**src/rtl/rstctl_pkg.sv**
```systemverilog
package rstctl_pkg;
   parameter int FLAG_W    = 16;
   parameter int COLD_BIT  = 15;
   parameter int PFAIL_BIT = 1;
   parameter int URST_BIT  = 2;

   typedef logic [FLAG_W-1:0] flag_word_t;

   parameter flag_word_t FLAGS_AT_POR = flag_word_t'(1) << COLD_BIT;

   // strap vector positions
   parameter int STRAP_W       = 2;
   parameter int STRAP_CLKMODE = 0;
   parameter int STRAP_TEST    = 1;
endpackage

```
**src/rtl/rstctl_sync.sv**
```systemverilog
module rstctl_sync #(
   parameter int STAGES = 2
) (
   input  logic clk,
   input  logic arst_n,
   output logic rst_n
);
   if (STAGES < 2) begin : g_bad_stages
      $error("rstctl_sync: STAGES must be at least 2");
   end

   logic [STAGES-1:0] chain_q;

   always_ff @(posedge clk or negedge arst_n) begin
      if (!arst_n) chain_q <= '0;
      else         chain_q <= {chain_q[STAGES-2:0], 1'b1};
   end

   assign rst_n = chain_q[STAGES-1];

   // a tier can only release after its source pin has been high
   assert_release_after_input_R3: assert property (
      @(posedge clk) disable iff (!arst_n)
      $rose(rst_n) |-> $past(arst_n)
   );
endmodule

```
**src/rtl/rstctl_strap.sv**
```systemverilog
module rstctl_strap #(
   parameter int W = 2
) (
   input  logic         clk,
   input  logic         por_rst_n,
   input  logic [W-1:0] pin_i,
   output logic [W-1:0] held_o
);
   if (W < 1) begin : g_bad_width
      $error("rstctl_strap: W must be positive");
   end

   logic [W-1:0] held_q;

   // Tracks the pins while power-on reset is active; the edge on which the
   // tier releases is the last load, so the value present there is kept.
   for (genvar i = 0; i < W; i++) begin : g_bit
      always_ff @(posedge clk) begin
         if (!por_rst_n) held_q[i] <= pin_i[i];
      end
   end

   assign held_o = held_q;

   // straps frozen once power-on reset has released
   assert_strap_frozen_R5: assert property (
      @(posedge clk) disable iff (!por_rst_n)
      $past(por_rst_n) |-> $stable(held_o)
   );
endmodule

```
**src/rtl/rstctl_flags.sv**
```systemverilog
module rstctl_flags
   import rstctl_pkg::*;
(
   input  logic       clk,
   input  logic       por_rst_n,
   input  logic       clr_i,
   input  logic       pf_act_i,
   input  logic       ur_act_i,
   output flag_word_t flags_o
);
   flag_word_t flags_q, flags_d;

   always_comb begin
      flags_d = clr_i ? '0 : flags_q;
      if (pf_act_i) flags_d[PFAIL_BIT] = 1'b1;
      if (ur_act_i) flags_d[URST_BIT]  = 1'b1;
   end

   always_ff @(posedge clk or negedge por_rst_n) begin
      if (!por_rst_n) flags_q <= FLAGS_AT_POR;
      else            flags_q <= flags_d;
   end

   assign flags_o = flags_q;

   // cold flag never re-appears after power-on reset
   assert_cold_not_set_R10: assert property (
      @(posedge clk) disable iff (!por_rst_n)
      !$past(flags_o[COLD_BIT]) |-> !flags_o[COLD_BIT]
   );

   // a clear with no active source empties the word
   assert_clear_empties_R10: assert property (
      @(posedge clk) disable iff (!por_rst_n)
      (clr_i && !pf_act_i && !ur_act_i) |=> (flags_o == '0)
   );

   // an active power-fail tier leaves its flag set, clear or not
   assert_pfail_flag_R9: assert property (
      @(posedge clk) disable iff (!por_rst_n)
      pf_act_i |=> flags_o[PFAIL_BIT]
   );
endmodule

```
**src/rtl/reset_strap_ctrl.sv**
```systemverilog
module reset_strap_ctrl
   import rstctl_pkg::*;
#(
   parameter int SYNC_STAGES = 2
) (
   input  logic              clk,
   input  logic              por_n,
   input  logic              pfail_n,
   input  logic              urst_n,
   input  logic              clkmode_pin,
   input  logic              stby_req,
   input  logic              flag_clr,
   output logic              por_rst_n,
   output logic              sys_rst_n,
   output logic              stby_rst_n,
   output logic              run,
   output logic              ext_clk_mode,
   output logic              test_req,
   output logic [FLAG_W-1:0] start_flags
);
   if (COLD_BIT >= FLAG_W || PFAIL_BIT >= FLAG_W || URST_BIT >= FLAG_W) begin : g_bad_bits
      $error("reset_strap_ctrl: flag position outside the word");
   end
   if (PFAIL_BIT == URST_BIT || PFAIL_BIT == COLD_BIT || URST_BIT == COLD_BIT) begin : g_dup_bits
      $error("reset_strap_ctrl: flag positions overlap");
   end

   logic por_q, sys_q, pf_q, ur_q;
   logic sys_src_n;
   logic awake_q;
   logic [STRAP_W-1:0] strap_pins, strap_held;

   assign sys_src_n = por_n & pfail_n & urst_n;

   rstctl_sync #(.STAGES(SYNC_STAGES)) u_por_sync (.clk(clk), .arst_n(por_n),     .rst_n(por_q));
   rstctl_sync #(.STAGES(SYNC_STAGES)) u_sys_sync (.clk(clk), .arst_n(sys_src_n), .rst_n(sys_q));
   rstctl_sync #(.STAGES(SYNC_STAGES)) u_pf_sync  (.clk(clk), .arst_n(pfail_n),   .rst_n(pf_q));
   rstctl_sync #(.STAGES(SYNC_STAGES)) u_ur_sync  (.clk(clk), .arst_n(urst_n),    .rst_n(ur_q));

   assign por_rst_n = por_q;
   assign sys_rst_n = sys_q;

   // standby tier: held low through system reset, then follows power state
   always_ff @(posedge clk or negedge sys_q) begin
      if (!sys_q) awake_q <= 1'b0;
      else        awake_q <= !stby_req;
   end

   assign stby_rst_n = awake_q;
   assign run        = awake_q;

   assign strap_pins[STRAP_CLKMODE] = clkmode_pin;
   assign strap_pins[STRAP_TEST]    = !urst_n;

   rstctl_strap #(.W(STRAP_W)) u_strap (
      .clk      (clk),
      .por_rst_n(por_q),
      .pin_i    (strap_pins),
      .held_o   (strap_held)
   );

   assign ext_clk_mode = strap_held[STRAP_CLKMODE];
   assign test_req     = strap_held[STRAP_TEST];

   rstctl_flags u_flags (
      .clk      (clk),
      .por_rst_n(por_q),
      .clr_i    (flag_clr),
      .pf_act_i (!pf_q),
      .ur_act_i (!ur_q),
      .flags_o  (start_flags)
   );

   // any active source pin holds the system tier
   assert_any_source_resets_sys_R1: assert property (
      @(posedge clk) disable iff (!por_n)
      (!pfail_n || !urst_n) |-> !sys_rst_n
   );

   // power-on tier forces the lower tiers
   assert_por_nests_R2: assert property (
      @(posedge clk) disable iff (por_n === 1'bx)
      !por_rst_n |-> (!sys_rst_n && !stby_rst_n && !run)
   );

   // power-fail and user reset never touch the power-on tier
   assert_por_survives_R4: assert property (
      @(posedge clk) disable iff (!por_n)
      $past(por_rst_n) |-> por_rst_n
   );

   // standby request drops the standby tier one edge later
   assert_standby_drop_R7: assert property (
      @(posedge clk) disable iff (!sys_rst_n)
      stby_req |=> !stby_rst_n
   );
endmodule

```
**config.mk**
```make
export PLATFORM = sky130hd
export DESIGN_NAME = reset_strap_ctrl
export DESIGN_NICKNAME = d
export VERILOG_FILES = /design/src/rtl/rstctl_pkg.sv /design/src/rtl/rstctl_sync.sv /design/src/rtl/rstctl_strap.sv /design/src/rtl/rstctl_flags.sv /design/src/rtl/reset_strap_ctrl.sv
export SDC_FILE = /design/constraint.sdc
export NUM_CORES = 1
export LEC_CHECK = 0
export ABC_AREA = 1
export BUFFER_PORTS_ARGS = -buffer_cell sky130_fd_sc_hd__buf_4
export CORE_UTILIZATION = 40
export DETAILED_ROUTE_END_ITERATION = 10
export PLACE_DENSITY = 0.75
export SYNTH_ARGS = -nofsm -noshare
export SYNTH_HDL_FRONTEND = slang
export SYNTH_SLANG_ARGS = --single-unit
```
**constraint.sdc**
```tcl
create_clock -name clk -period 0.8 [get_ports clk]
set_input_delay 0.08 -clock clk [delete_from_list [all_inputs] [get_ports clk]]
set_output_delay 0.08 -clock clk [all_outputs]
set_load 0.1 [all_outputs]
```
Yosys cells after proc, flatten, opt, wreduce, memory -nomap -nowiden
Index checks and enable logic that the tools add are counted.
{ "word_totals": {"reg_bits": 14, "out_inout_bits": 22, "wordCells": 19} }
{ "op_classes": {"n_eq_ne": 2, "mux": 3, "bitwise_logic": 2, "n_reduce_logical": 2} }
{ "ops": {"columns": ["op", "count"], "rows": [
  ["$ne A2 B2 Y1 const B", 2],
  ["$mux W3", 1],
  ["$and A1 B1 Y1", 2],
  ["$logic_not A1 Y1", 2],
  ["$mux W1", 2]
]} }

Longest topological paths before layout
{ "logic_depth": {"depth_word": 2, "depth_mapped": 3} }

Cells and area by module
From an unflattened synthesis, not the netlist that was laid out.
{ "hier_totals": {"hier_cells": 49, "hier_area_um2": 548.0} }
{ "by_module_without_submodules": {"columns": ["mod", "n_inst", "cells_each", "area_per_inst_um2", "seq_area_each_um2"], "rows": [
  ["rstctl_sync", 4, 3, 53.8, 50.0],
  ["rstctl_flags", 1, 26, 211.5, 76.3],
  ["rstctl_strap", 1, 3, 63.8, 60.1],
  ["reset_strap_ctrl", 1, 8, 57.6, 25.0]
]} }

Worst setup path after synthesis
Ideal clock, no wire load.
{ "synth_timing": {"kind": "reg-to-output", "startpoint": "register awake_q, in the netlist run", "endpoint": "output stby_rst_n", "arrival_time_ns": 1.324, "required_ns": 0.720, "setup_slack_ns": -0.604, "stages_incl_launch_ff": 2, "n_path_buf": 1, "cell_sequence": "dfrtp_1 -> buf_4"} }
{ "synth_lines": {"columns": ["item", "line_no", "rtl"], "rows": [
  ["start, declared", "reset_strap_ctrl.sv:30", "logic awake_q;"],
  ["start signal, assigned", "reset_strap_ctrl.sv:46", "else awake_q <= !stby_req;"],
  ["end, declared", "reset_strap_ctrl.sv:15", "output logic stby_rst_n,"]
]} }
No word-level cell between the ends.

Worst setup path in the final report
{ "layout_timing": {"startpoint": "register u_flags.flags_q[15], in the netlist u_flags.flags_o[15]", "endpoint": "output start_flags[15]"} }
{ "layout_lines": {"columns": ["item", "line_no", "rtl"], "rows": [
  ["start, declared", "rstctl_flags.sv:11", "flag_word_t flags_q, flags_d;"],
  ["start signal, assigned", "rstctl_flags.sv:21", "else flags_q <= flags_d;"],
  ["end, declared", "reset_strap_ctrl.sv:19", "output logic [FLAG_W-1:0] start_flags"]
]} }
No word-level cell between the ends.

==> impl_results.md <==
* XOR/XNOR Fraction of Synth Area at 0
* Final Setup Violations at 12
* Synth Area in Simple Gates at 0.0552
* Hold_ws at 106 ps
* WL per Instance at 8.61 um
* Post-synthesis sequential area ratio at 0.693
* Area delta synth->final at 65.2%
* Post-Synth Adder-Cell Area at 0
* WP buf/inv at 1
* Area of the multi-input gates at 95.1 um2
* WL final at 758 um
* Synth Register Bits at 14
* Storage cell area at 382 um2
* Failing checks: setup timing
* Total CTS buffers at 3
* Final Hold Viols at 0
* Io pins at 29
* R2R Path Start: u_flags.flags_o[15]
* Post-synthesis cell count at 42
* Outcome: complete, but fails checks
* Post-synthesis mux area share at 0
* Nets at 82
* Worst Hold Class: in -> async
* Initial core utilization at 0.451
* FF-to-FF End: u_flags.flags_o[15]
* Startpoint types: flip-flop
* Commonest non-fill, non-tap cell in the layout: conb_1
* Vias in the first global route at 289
* F_max at 857 MHz
* Synth Area per Inst at 12.4 um2
* GRT overflow at 0
* Largest net degree at the start of global routing at 9
* Crit-path cells: buf_12
* Share of layout cells above drive strength 1 at 0.473
* Initial antenna violation count at 0
* Largest family of logic cells by synthesized area: buffers and inverters
* Worst EP required at 720 ps
* Total die area at 1450 um2
* RSZ-0062 raised after global routing: true
* Crit. Startpoint: u_flags.flags_o[15]
* First-pass GRT wire length at 1120 um
* Critical Path AT at 1090 ps
* Global placer's final weighted congestion at 0.629
* CTS tree: yes
* CP Capture Type: primary output
* Iter 0 DRT Violations at 0
* CP max stage cell: dfstp_4
* HPWL after DPL at 495 um
* FP Rows at 12
* Synth Area in Compound Gates at 0
* Synth cell types at 10
* # diodes at 0
* Core outline area at 1160 um2
* H-tree depth at 1
* Clock Skews at 2.30 ps
* Post-route setup slack at -366 ps
* Reg2Reg Setup Slack at -180 ps
* Commonest cells after routing, fill and taps aside: conb_1, buf_4, buf_12, dlygate4sd3_1, dfrtp_1
* DR vias/cell at 3.68
* Clk Latency, worst-skew pair at 280 ps
* Worst path top cell family by delay: flip-flops
* Kind of critical path: reg -> out
* Max_cap viols at 0
* # DRC at 0
* TritonCTS sink count at 14
* Cell Pwr Density at 2090 nW/um2
* Final Core Density at 0.746
* IO Port Bufs at 15
* CTS root buffer: clkbuf_4
* Max clock buf depth at 2
* Clk pin slew, worst setup/hold paths at 80 ps
* Via count at 324
* Max VDD drop at 1240 uV
* Syn Std Cell Area at 522 um2
* Worst path max stage delay at 640 ps
* Max Slew Vio Count at 0
* DRT antenna net count at 0
* # fillers at 83
* Worst-path maximum fanout at 2
* Die Wd at 38.1 um
* Depth of the most critical reg-to-reg path at 4
* Setup TNS at -2400 ps
* Die span in y at 38.1 um
* Tcrit/Tclk final at 1.46
* First-pass DRT Iterations at 1
* GRT Total Usage at 0.127
* Lkg Pwr at 0.426 nW
* Yosys warns at 0
* Period minus WS final at 1170 ps
per-stage QoR:
step / cell area, um2 / total power, mW / std cells / setup slack (ps)
after detailed placement: 638 / 1.32 / 74 / -155
after floorplan: 602 / 1.30 / 57 / -207
after global routing: 862 / 1.87 / 88 / -396
after CTS: 855 / 1.81 / 87 / -369
final: 862 / 1.80 / 88 / -366
after global placement: 638 / 1.31 / 74 / -148
area by class of cell:
class / instances / share of cell area
multi-input combinational: 24 / 0.110
clock inverter: 1 / 0.00435
inverter: 5 / 0.0247
tap: 14 / 0.0203
sequential: 14 / 0.443
timing repair buffer: 27 / 0.372
clock buffer: 3 / 0.0261
cells in the mapped netlist:
cell type,count,share of area
buf_4,14,0.20
conb_1,2,0.014
dfrtp_1,11,0.53
dfstp_2,1,0.050
edfxtp_1,2,0.12
inv_1,4,0.029
inv_2,1,0.0072
nand2_1,5,0.036
nor2_1,1,0.0072
nor2_2,1,0.012
how the worst max path moves through the flow:
stage / end / cells after the start
2_1_floorplan: u_strap.held_o[0] / 1
3_3_place_gp: start_flags[15] / 1
3_5_place_dp: start_flags[15] / 1
4_1_cts: start_flags[15] / 1
5_1_grt: start_flags[15] / 1
6_report: start_flags[15] / 1
layer usage:
metal / GRT usage / up-vias / wire length, um
met4: 0.134 / 0 / 10
met1: 0.126 / 151 / 258
met5: 0 / - / 0
met3: 0.0349 / 2 / 40
met2: 0.203 / 16 / 449
li1: - / 155 / -
power breakdown:
part           internal, mW  switching, mW  leakage [nW]
Sequential            0.766         0.0228         0.155
Combinational         0.134          0.477         0.256
Clock                 0.181          0.223        0.0154
timing repair:
action	in CTS	in global routing
pin swaps	1	1
setup endpoints to repair	12	12
endpoints found under the hold margin	11	0
gates resized for setup	27	0
hold buffers	6	0
setup buffers	3	1
registers in the layout, summed over array words and instances (netlist names):
register            count
run                     1
u_flags.flags_o         3
u_pf_sync.chain_q       2
u_por_sync.chain_q      2
u_strap.held_o          2
u_sys_sync.chain_q      2
u_ur_sync.chain_q       2
cells by family after synthesis:
family | count (synthesis)
simple gates | 7
flops | 14
buf+inv | 19
other cells | 2
No activity file was read; power rests on OpenSTA's default activity.
